## src/rtl/ipg_pkg.sv

```systemverilog
package ipg_pkg;
  localparam int GAP_W   = 7;
  localparam int CFG_W   = 32;
  localparam int WIN_LSB = 8;
  localparam int TGT_LSB = 0;

  typedef logic [GAP_W-1:0] gap_t;

  localparam gap_t WIN_RST = gap_t'(12);
  localparam gap_t TGT_RST = gap_t'(18);
  localparam gap_t CNT_MAX = '1;

  typedef enum logic [1:0] {
    ST_DEFER = 2'd0,
    ST_GAP   = 2'd1,
    ST_HOLD  = 2'd2
  } dfr_state_e;

  // Early window can never exceed the total gap.
  function automatic gap_t clamp_window(gap_t win, gap_t tgt);
    return (win > tgt) ? tgt : win;
  endfunction

  // Count still inside the window where carrier forces deference.
  function automatic logic window_open(gap_t cnt, gap_t win_eff);
    return cnt < win_eff;
  endfunction

  // Total gap has been timed.
  function automatic logic gap_reached(gap_t cnt, gap_t tgt);
    return cnt >= tgt;
  endfunction

  // Saturating increment.
  function automatic gap_t bump(gap_t cnt);
    return (cnt == CNT_MAX) ? cnt : cnt + gap_t'(1);
  endfunction
endpackage

```

## src/rtl/ipg_cfg_regs.sv

```systemverilog
module ipg_cfg_regs
  import ipg_pkg::*;
#(
  parameter int CW = CFG_W,
  parameter int WL = WIN_LSB,
  parameter int TL = TGT_LSB
) (
  input  logic          clk,
  input  logic          rst_n,
  input  logic          we,
  input  logic [CW-1:0] wdata,
  output logic [CW-1:0] rdata,
  output gap_t          win_eff,
  output gap_t          tgt
);
  gap_t win_q;
  gap_t tgt_q;
  logic unused_wbits;

  assign unused_wbits = ^wdata;

  always_ff @(posedge clk) begin
    if (!rst_n) begin
      win_q <= WIN_RST;
      tgt_q <= TGT_RST;
    end else if (we) begin
      win_q <= wdata[WL +: GAP_W];
      tgt_q <= wdata[TL +: GAP_W];
    end
  end

  always_comb begin
    rdata             = '0;
    rdata[WL +: GAP_W] = win_q;
    rdata[TL +: GAP_W] = tgt_q;
  end

  assign win_eff = clamp_window(win_q, tgt_q);
  assign tgt     = tgt_q;

  // a write lands in both fields on the next edge
  p_write_lands_r1: assert property (@(posedge clk) disable iff (!rst_n)
    we |=> (rdata[WL +: GAP_W] == $past(wdata[WL +: GAP_W]) &&
            rdata[TL +: GAP_W] == $past(wdata[TL +: GAP_W])));
endmodule

```

## src/rtl/ipg_gap_counter.sv

```systemverilog
module ipg_gap_counter
  import ipg_pkg::*;
(
  input  logic clk,
  input  logic rst_n,
  input  logic clr,
  input  logic adv,
  input  gap_t win_eff,
  input  gap_t tgt,
  output gap_t cnt,
  output logic in_window,
  output logic gap_done
);
  always_ff @(posedge clk) begin
    if (!rst_n)   cnt <= '0;
    else if (clr) cnt <= '0;
    else if (adv) cnt <= bump(cnt);
  end

  assign in_window = window_open(cnt, win_eff);
  assign gap_done  = gap_reached(cnt, tgt);

  // no advance request means the count holds
  p_cnt_frozen_r6: assert property (@(posedge clk) disable iff (!rst_n)
    (!clr && !adv) |=> $stable(cnt));
  // a clear starts timing from zero
  p_cnt_cleared_r3: assert property (@(posedge clk) disable iff (!rst_n)
    clr |=> (cnt == '0));
endmodule

```

## src/rtl/ipg_defer_ctrl.sv

```systemverilog
module ipg_defer_ctrl
  import ipg_pkg::*;
(
  input  logic       clk,
  input  logic       rst_n,
  input  logic       tick_en,
  input  logic       carrier,
  input  logic       busy_end,
  input  logic       tx_req,
  input  logic       in_window,
  input  logic       gap_done,
  output logic       cnt_clr,
  output logic       cnt_adv,
  output logic       tx_permit,
  output logic       force_col,
  output dfr_state_e st
);
  dfr_state_e st_n;
  logic       late_q, late_n;
  logic       permit_n, col_n;

  always_comb begin
    st_n     = st;
    late_n   = late_q;
    permit_n = 1'b0;
    col_n    = 1'b0;
    cnt_clr  = 1'b0;
    cnt_adv  = 1'b0;
    if (busy_end) begin
      st_n   = ST_DEFER;
      late_n = 1'b0;
    end else begin
      case (st)
        ST_DEFER: begin
          if (!carrier) begin
            st_n    = ST_GAP;
            cnt_clr = 1'b1;
            late_n  = 1'b0;
          end
        end
        ST_GAP: begin
          if (in_window && carrier) begin
            st_n = ST_DEFER;
          end else if (gap_done) begin
            if (tx_req) begin
              permit_n = 1'b1;
              col_n    = late_q | carrier;
              st_n     = ST_DEFER;
            end else begin
              late_n = late_q | carrier;
              st_n   = ST_HOLD;
            end
          end else begin
            late_n  = late_q | carrier;
            cnt_adv = tick_en;
          end
        end
        ST_HOLD: begin
          if (tx_req) begin
            permit_n = 1'b1;
            col_n    = late_q | carrier;
            st_n     = ST_DEFER;
          end else if (carrier) begin
            st_n = ST_DEFER;
          end
        end
        default: st_n = ST_DEFER;
      endcase
    end
  end

  always_ff @(posedge clk) begin
    if (!rst_n) begin
      st        <= ST_DEFER;
      late_q    <= 1'b0;
      tx_permit <= 1'b0;
      force_col <= 1'b0;
    end else begin
      st        <= st_n;
      late_q    <= late_n;
      tx_permit <= permit_n;
      force_col <= col_n;
    end
  end

  // permit is a single-cycle pulse
  p_permit_single_r8: assert property (@(posedge clk) disable iff (!rst_n)
    tx_permit |=> !tx_permit);
  // collision flag only alongside a permit
  p_col_with_permit_r10: assert property (@(posedge clk) disable iff (!rst_n)
    force_col |-> tx_permit);
  // early carrier sends the block back to deferring
  p_early_defer_r4: assert property (@(posedge clk) disable iff (!rst_n)
    (st == ST_GAP && in_window && carrier && !busy_end) |=> (st == ST_DEFER));
  // a permit follows a completed gap or a held one
  p_permit_after_gap_r3: assert property (@(posedge clk) disable iff (!rst_n)
    $rose(tx_permit) |-> $past((st == ST_GAP && gap_done) || st == ST_HOLD));
  // busy end always lands in deferring
  p_busy_end_defers_r11: assert property (@(posedge clk) disable iff (!rst_n)
    busy_end |=> (st == ST_DEFER && !tx_permit));
endmodule

```

## src/rtl/ipg_defer_timer.sv

```systemverilog
module ipg_defer_timer
  import ipg_pkg::*;
#(
  parameter int CW = CFG_W
) (
  input  logic          clk,
  input  logic          rst_n,
  input  logic          tick_en,
  input  logic          carrier,
  input  logic          busy_end,
  input  logic          tx_req,
  input  logic          cfg_we,
  input  logic [CW-1:0] cfg_wdata,
  output logic [CW-1:0] cfg_rdata,
  output logic          tx_permit,
  output logic          force_col
);
  gap_t       win_eff, tgt, cnt;
  logic       in_window, gap_done, cnt_clr, cnt_adv;
  dfr_state_e st;

  ipg_cfg_regs #(.CW(CW), .WL(WIN_LSB), .TL(TGT_LSB)) u_regs (
    .clk(clk), .rst_n(rst_n), .we(cfg_we), .wdata(cfg_wdata),
    .rdata(cfg_rdata), .win_eff(win_eff), .tgt(tgt)
  );

  ipg_gap_counter u_cnt (
    .clk(clk), .rst_n(rst_n), .clr(cnt_clr), .adv(cnt_adv),
    .win_eff(win_eff), .tgt(tgt), .cnt(cnt),
    .in_window(in_window), .gap_done(gap_done)
  );

  ipg_defer_ctrl u_ctrl (
    .clk(clk), .rst_n(rst_n), .tick_en(tick_en), .carrier(carrier),
    .busy_end(busy_end), .tx_req(tx_req), .in_window(in_window),
    .gap_done(gap_done), .cnt_clr(cnt_clr), .cnt_adv(cnt_adv),
    .tx_permit(tx_permit), .force_col(force_col), .st(st)
  );

  // the window in use never exceeds the total gap
  p_window_clamped_r7: assert property (@(posedge clk) disable iff (!rst_n)
    (st == ST_GAP && carrier && cnt >= tgt) |=> !(st == ST_DEFER && !tx_permit && !$past(busy_end)));
  // leaving reset the block is deferring with quiet outputs
  p_reset_quiet_r13: assert property (@(posedge clk)
    !rst_n |=> (!tx_permit && !force_col && st == ST_DEFER));
endmodule

```

## config.mk

```make
export PLATFORM = sky130hd
export DESIGN_NAME = ipg_defer_timer
export DESIGN_NICKNAME = d
export VERILOG_FILES = /design/src/rtl/ipg_pkg.sv /design/src/rtl/ipg_cfg_regs.sv /design/src/rtl/ipg_gap_counter.sv /design/src/rtl/ipg_defer_ctrl.sv /design/src/rtl/ipg_defer_timer.sv
export SDC_FILE = /design/constraint.sdc
export NUM_CORES = 1
export LEC_CHECK = 0
export BUFFER_PORTS_ARGS = -buffer_cell sky130_fd_sc_hd__buf_2
export CORE_ASPECT_RATIO = 1.25
export CORE_MARGIN = 3
export CORE_UTILIZATION = 55
export CTS_BUF_LIST = sky130_fd_sc_hd__clkbuf_4 sky130_fd_sc_hd__clkbuf_8
export CTS_CLUSTER_DIAMETER = 120
export DETAILED_ROUTE_END_ITERATION = 16
export PLACE_DENSITY_LB_ADDON = 0.08
export SYNTH_ARGS = -nofsm -noshare
export SYNTH_HDL_FRONTEND = slang
export SYNTH_SLANG_ARGS = --single-unit
```

## constraint.sdc

```tcl
create_clock -name clk -period 7.7 [get_ports clk]
set_input_delay 0.385 -clock clk [delete_from_list [all_inputs] [get_ports clk]]
set_output_delay 0.385 -clock clk [all_outputs]
set_load 0.01 [all_outputs]
```

== Word level (Yosys, flattened, before mapping) ==
Cells that the tools add are included.
Storage, ports and cells
  logic and storage cells: 58
  bits in registers: 26
  memory bits (read-only): 0
  input bits: 39
  memories: 0
  RAM bits: 0
  latch bits: 0
Operators by class
  mux-type cells: 28
  $lt $le $gt $ge: 3
  bitwise operators: 3
  shift operators: 0
  equality and inequality tests: 8
  add/sub/neg operators: 1
  divide/modulo/power cells: 0
  reductions and logical operators: 8
  multipliers: 0
Operators by type and width (number)
  2-to-1 mux 1 bit: 17
  2-to-1 mux 2 bit: 6
  adder 7 x 1 -> 7 bit (second input constant): 1
  == test 7 bit (second input constant): 1
  >= comparator 7 bit: 1
  > comparator 7 bit: 1
  < comparator 7 bit: 1
  2-to-1 mux 7 bit: 1
  inequality test 3 bit (second input constant): 2
  case mux 1 bit (2 select lines): 3
  case mux 2 bit (3 select lines): 1
  inequality test 2 bit (second input constant): 2
  AND reduction 4 bit: 1
  OR reduction 2 bit: 2
  inequality test 3 x 2 -> 1 bit (second input constant): 1
  AND reduction 3 bit: 1
  == test 2 x 1 -> 1 bit (second input constant): 1
  == test 2 bit (second input constant): 1
  zero test 2 bit: 1
  NOT 1 bit: 2
  AND reduction 2 bit: 1
  nonzero test 2 bit: 1
  logical AND 1 bit: 1
  OR 1 bit: 1

== Logic depth before layout (Yosys ltp) ==
  word-level depth: 8
  depth in mapped cells: 16

== Modules after synthesis ==
Synthesis repeated with hierarchy kept, for this count alone.
Unflattened totals
  cells, all modules: 216
  area, all modules: 1913.1 um^2
By module, submodules not included
  ipg_cfg_regs: cells each 103, area an instance 968.4 um^2, instances 1
  ipg_gap_counter: cells each 79, area an instance 626.9 um^2, instances 1
  ipg_defer_ctrl: cells each 34, area an instance 317.8 um^2, instances 1

== Worst setup path after synthesis ==
OpenSTA, ideal clock, no wires.
  path kind: register to register
  start: register u_regs.tgt_q[2], in the netlist u_regs.tgt[2]
  end: register u_cnt.cnt[1]
  period minus slack after synthesis: 3.394 ns
  data required time: 7.584 ns
  cell stages (with the launch flop): 16
  slack: 4.306 ns
  arrival: 3.278 ns
  cell sequence: dfxtp_1 inv_1 ha_1 a21oi_1 a21oi_1 o21ai_1 clkbuf_1 nor2_1 a21oi_1 ha_1 a2111o_1 a211oi_2 o2111a_1 a211oi_2 buf_6 a41o_1
Between the ends
  cells in the longest elaborated chain, start to end: 8
  elaborated cells between the ends (all ways): 10
  classes of those cells: 3 x order compare; 5 x mux; 2 x reduce/logical
RTL lines
  start, declared: line ipg_cfg_regs.sv:17  | gap_t tgt_q;
  start signal, assigned: line ipg_cfg_regs.sv:28  | tgt_q <= wdata[TL +: GAP_W];
  > comparator 7 bit: line ipg_pkg.sv:21  | return (win > tgt) ? tgt : win;
  2-to-1 mux 7 bit: line ipg_pkg.sv:21
  < comparator 7 bit: line ipg_pkg.sv:26  | return cnt < win_eff;
  logical AND 1 bit: line ipg_defer_ctrl.sv:42  | if (in_window && carrier) begin
  2-to-1 mux 1 bit *: line ipg_defer_ctrl.sv:42
  2-to-1 mux 1 bit *: line ipg_defer_ctrl.sv:33  | case (st)
  2-to-1 mux 1 bit *: line ipg_defer_ctrl.sv:29  | if (busy_end) begin
  AND reduction 2 bit (no source line) *
  end signal, assigned: line ipg_gap_counter.sv:17  | else if (adv) cnt <= bump(cnt);
  end, declared: line ipg_gap_counter.sv:10  | output gap_t cnt,
Every way passes the cells marked *; elsewhere a longest branch is shown, timed or not.
A chain may end at the register's enable or synchronous reset.

== Worst setup path in the final report ==
  start: register u_regs.tgt_q[6], in the netlist u_regs.tgt[6]
  end: register u_cnt.cnt[3]
Same word-level chain as after synthesis.

==> key figures <==
Timing
  – Slew @ Worst Pin: 0.834 ns
  – Worst slew margin: 0.443
  – Final Setup Violations: 0
  – Slew Limit Fails: 0
  – Fin. Hold Viols: 0
  – Clock Skew: 0.00280 ns
  – Max Fclk: between 0.2 and 0.25 GHz
  – Sum Neg Setup Slack: 0 ns
  – Final min period: 4.04 ns
  – Unrepaired setup endpoints after global routing: false
  – Period utilization: 0.525

Layout
  – Fillers: 322
  – # diodes: 0
  – Synthesis-to-layout area growth: 10.6%
  – Commonest non-fill, non-tap cell in the layout: buf_2
  – Fin nets: roughly 310
  – Final Core Density: 0.641
  – Commonest non-fill, non-tap cells in the layout: 36 x buf_2, 26 x dfxtp_1, 24 x ha_1
  – Share of cells above drive strength 1: 0.180

Worst setup path
  – Critical path class: flop to flop
  – R2R depth: 13
  – Setup slack, reg-to-reg: around 3.7 ns
  – CP Capture Type: flop
  – R2r endpoint: u_cnt.cnt[3]$_SDFFE_PP0P_
  – Beginning of the worst register-to-register path: u_regs.tgt[6]$_SDFFE_PN0P_
  – CP Max Fanout: 13
  – Worst path required time: between 7 and 8 ns
  – CP startpoint kind: flop
  – Crit path from: u_regs.tgt[6]$_SDFFE_PN0P_
  – Critical Path AT: 4.22 ns

Drt
  – Initial DRC count: 49
  – Detailed Routing Iterations Pass 1: 4
  – Via count: ~1.5k
  – DRC viols: 0
  – Drt wl/cell: between 10 and 15 um
  – Vias per inst: roughly 5.3
  – DRT antenna net count: 0
  – Post-Route WL: 3.69 mm

GRT
  – Largest net degree at the start of global routing: 18
  – Initial antenna violation count: 0
  – Total GRT Usage: 0.186
  – Vias in the first global route: 1382
  – GRT overflow: 0
  – Global-route wire length before repair: around 6.1 mm

Status
  – Outcome: finished, final reports clean

Clock network
  – Skew-Pair Late Insertion Delay: ~0.28 ns
  – CTS H-tree depth: 1
  – Clock transition at path regs: ~0.10 ns
  – CTS Buf Count: 3
  – CTS tree: built
  – CTS Hold Buffers Added: 0
  – Post-CTS setup buffers: 0
  – CTS Root Cell: clkbuf_8
  – Post-CTS sizing: 0
  – Clock tree sinks: 26
  – Worst-case clock buffer depth: 2

Synthesis
  – Cells after Synth: 216
  – Post-synthesis sequential area ratio: 0.276
  – Synth cell types: 42
  – Seq cells post-synth: 26
  – Area of the mapped netlist: roughly 1900 sq um
  – Syn avg cell area: a little under 9 sq um
  – Yosys warnings: 0

Power and ir drop
  – PD cells: between 150 and 200 nW/um^2
  – Leakage: between 1 and 1.5 nW
  – Peak VDD IR: about 0.00012 V

Die
  – Die X: around 58 um
  – Die outline height: approximately 70 um
  – Die Footprint: between 4000 and 5000 sq um
  – I/O Pins: 73
  – Core footprint: roughly 3300 sq um
  – Initial core utilization: 0.579
  – Row Count: 23

Hold path
  – Hold Path End: u_regs.tgt[4]$_SDFFE_PN1P_
  – Hold Crit Start: cfg_wdata[4]
  – Worst hold path class: input pin to flop
  – Cells on Worst Hold Path: 3

Place
  – GPL Wtd Cong: slightly above 0.8
  – Port bufs: 36
  – Hpwl dp: around 3.0 mm

Run
  – Max cap viols: 0
area by class of cell:
type	count	area, sq um	share of cell area
clock inverter	1	30.0	0.0144
tap	37	46.3	0.0222
multi-input combinational	172	1220	0.586
sequential	26	520	0.250
timing repair buffer	36	180	0.0865
inverter	12	45.0	0.0216
clock buffer	3	41.3	0.0198
per-layer routing:
layer  global-route usage  wire [um]  up-vias
li1                     -          -      802
met1                0.233       1670      692
met2                0.312       1800       30
met3               0.0180        146        6
met4               0.0928         78        0
met5                    0          0        -
sequential cells by signal, indices dropped and copies added (netlist names):
name / cells
u_cnt.cnt: 7
u_ctrl.tx_permit: 1
u_ctrl.force_col: 1
u_regs.tgt: 7
u_regs.win_q: 7
u_ctrl.late_q: 1
u_ctrl.st: 2
worst max-delay path: stages, from the launching register on:
cell	delay [ns]
dfxtp_1	0.39
inv_1	0.08
ha_1	0.33
a21oi_1	0.16
o21ai_1	0.11
o21ai_1	0.66
a21oi_1	0.17
ha_1	0.34
a21o_1	0.17
a211oi_1	0.09
a221o_1	0.37
a211oi_2	0.67
a31oi_1	0.15
a41o_1	0.24
through the flow:
| stage | worst slack (ns) | hold slack [ns] | power [mW] | std cells | area, sq um |
|---|---|---|---|---|---|
| floorplan | 4.31 | 0.452 | 0.203 | 233 | 1950 |
| global placement | 3.74 | 0.478 | 0.213 | 283 | 2010 |
| detailed placement | 3.69 | 0.475 | 0.215 | 283 | 2010 |
| CTS | 3.65 | 0.307 | 0.332 | 287 | 2080 |
| global route | 3.24 | 0.327 | 0.346 | 287 | 2080 |
| finish | 3.66 | 0.311 | 0.329 | 287 | 2080 |
cell families after synthesis:
kind of cell / synth area share
and+or+nand+nor: 0.170
adders and majority gates: 0.159
DFF: 0.276
other: 0.00199
buffers and inverters: 0.110
muxes: 0.0797
AOI/OAI and AO/OA: 0.203
power by group:
part / switching (mW) / leakage, nW / internal (mW)
clock network: 0.0477 / 0.0357 / 0.0697
registers: 0.00458 / 0.213 / 0.139
logic: 0.0401 / 0.823 / 0.0275
total: 0.0924 / 1.07 / 0.236
worst max-delay path by stage:
| stage | to | cells after the start | slack, ns |
|---|---|---|---|
| 2_1_floorplan | u_cnt.cnt[1]$_SDFFE_PP0P_ | 15 | 4.31 |
| 3_3_place_gp | u_cnt.cnt[2]$_SDFFE_PP0P_ | 13 | 3.74 |
| 3_5_place_dp | u_cnt.cnt[2]$_SDFFE_PP0P_ | 13 | 3.69 |
| 4_1_cts | u_cnt.cnt[2]$_SDFFE_PP0P_ | 13 | 3.65 |
| 5_1_grt | u_cnt.cnt[2]$_SDFFE_PP0P_ | 13 | 3.24 |
| 6_report | u_cnt.cnt[3]$_SDFFE_PP0P_ | 13 | 3.66 |
Yosys cell counts, drive strengths merged:
| cell type | instances | share of area |
|---|---|---|
| a41o | 3 | 0.016 |
| a211oi | 5 | 0.032 |
| a31oi | 2 | 0.0066 |
| o21ai | 9 | 0.024 |
| clkbuf | 4 | 0.0080 |
| or2 | 1 | 0.0033 |
| inv | 12 | 0.024 |
| mux2i | 15 | 0.080 |
| nand3 | 5 | 0.013 |
| a21oi | 16 | 0.045 |
| nor2b | 11 | 0.037 |
| ha | 24 | 0.16 |
| nand3b | 2 | 0.0080 |
| a221o | 1 | 0.0053 |
| a2111o | 1 | 0.0060 |
| conb | 1 | 0.0020 |
| o211ai | 3 | 0.012 |
| a21boi | 1 | 0.0040 |
| a22oi | 1 | 0.0040 |
| a22o | 1 | 0.0047 |
| o21a | 2 | 0.0080 |
| nand2b | 6 | 0.020 |
| a31o | 1 | 0.0047 |
| nand4 | 1 | 0.0033 |
| and4b | 1 | 0.0053 |
| a21o | 2 | 0.0080 |
| and2 | 1 | 0.0033 |
| nor3 | 1 | 0.0027 |
| a2111oi | 1 | 0.0080 |
| a211o | 1 | 0.0047 |
| o2111a | 1 | 0.0060 |
| a41oi | 1 | 0.0047 |
| and3 | 5 | 0.017 |
| nor2 | 16 | 0.032 |
| nand2 | 13 | 0.026 |
| dfxtp | 26 | 0.28 |
| buf | 19 | 0.078 |
Power figures use the tool's default switching activity.
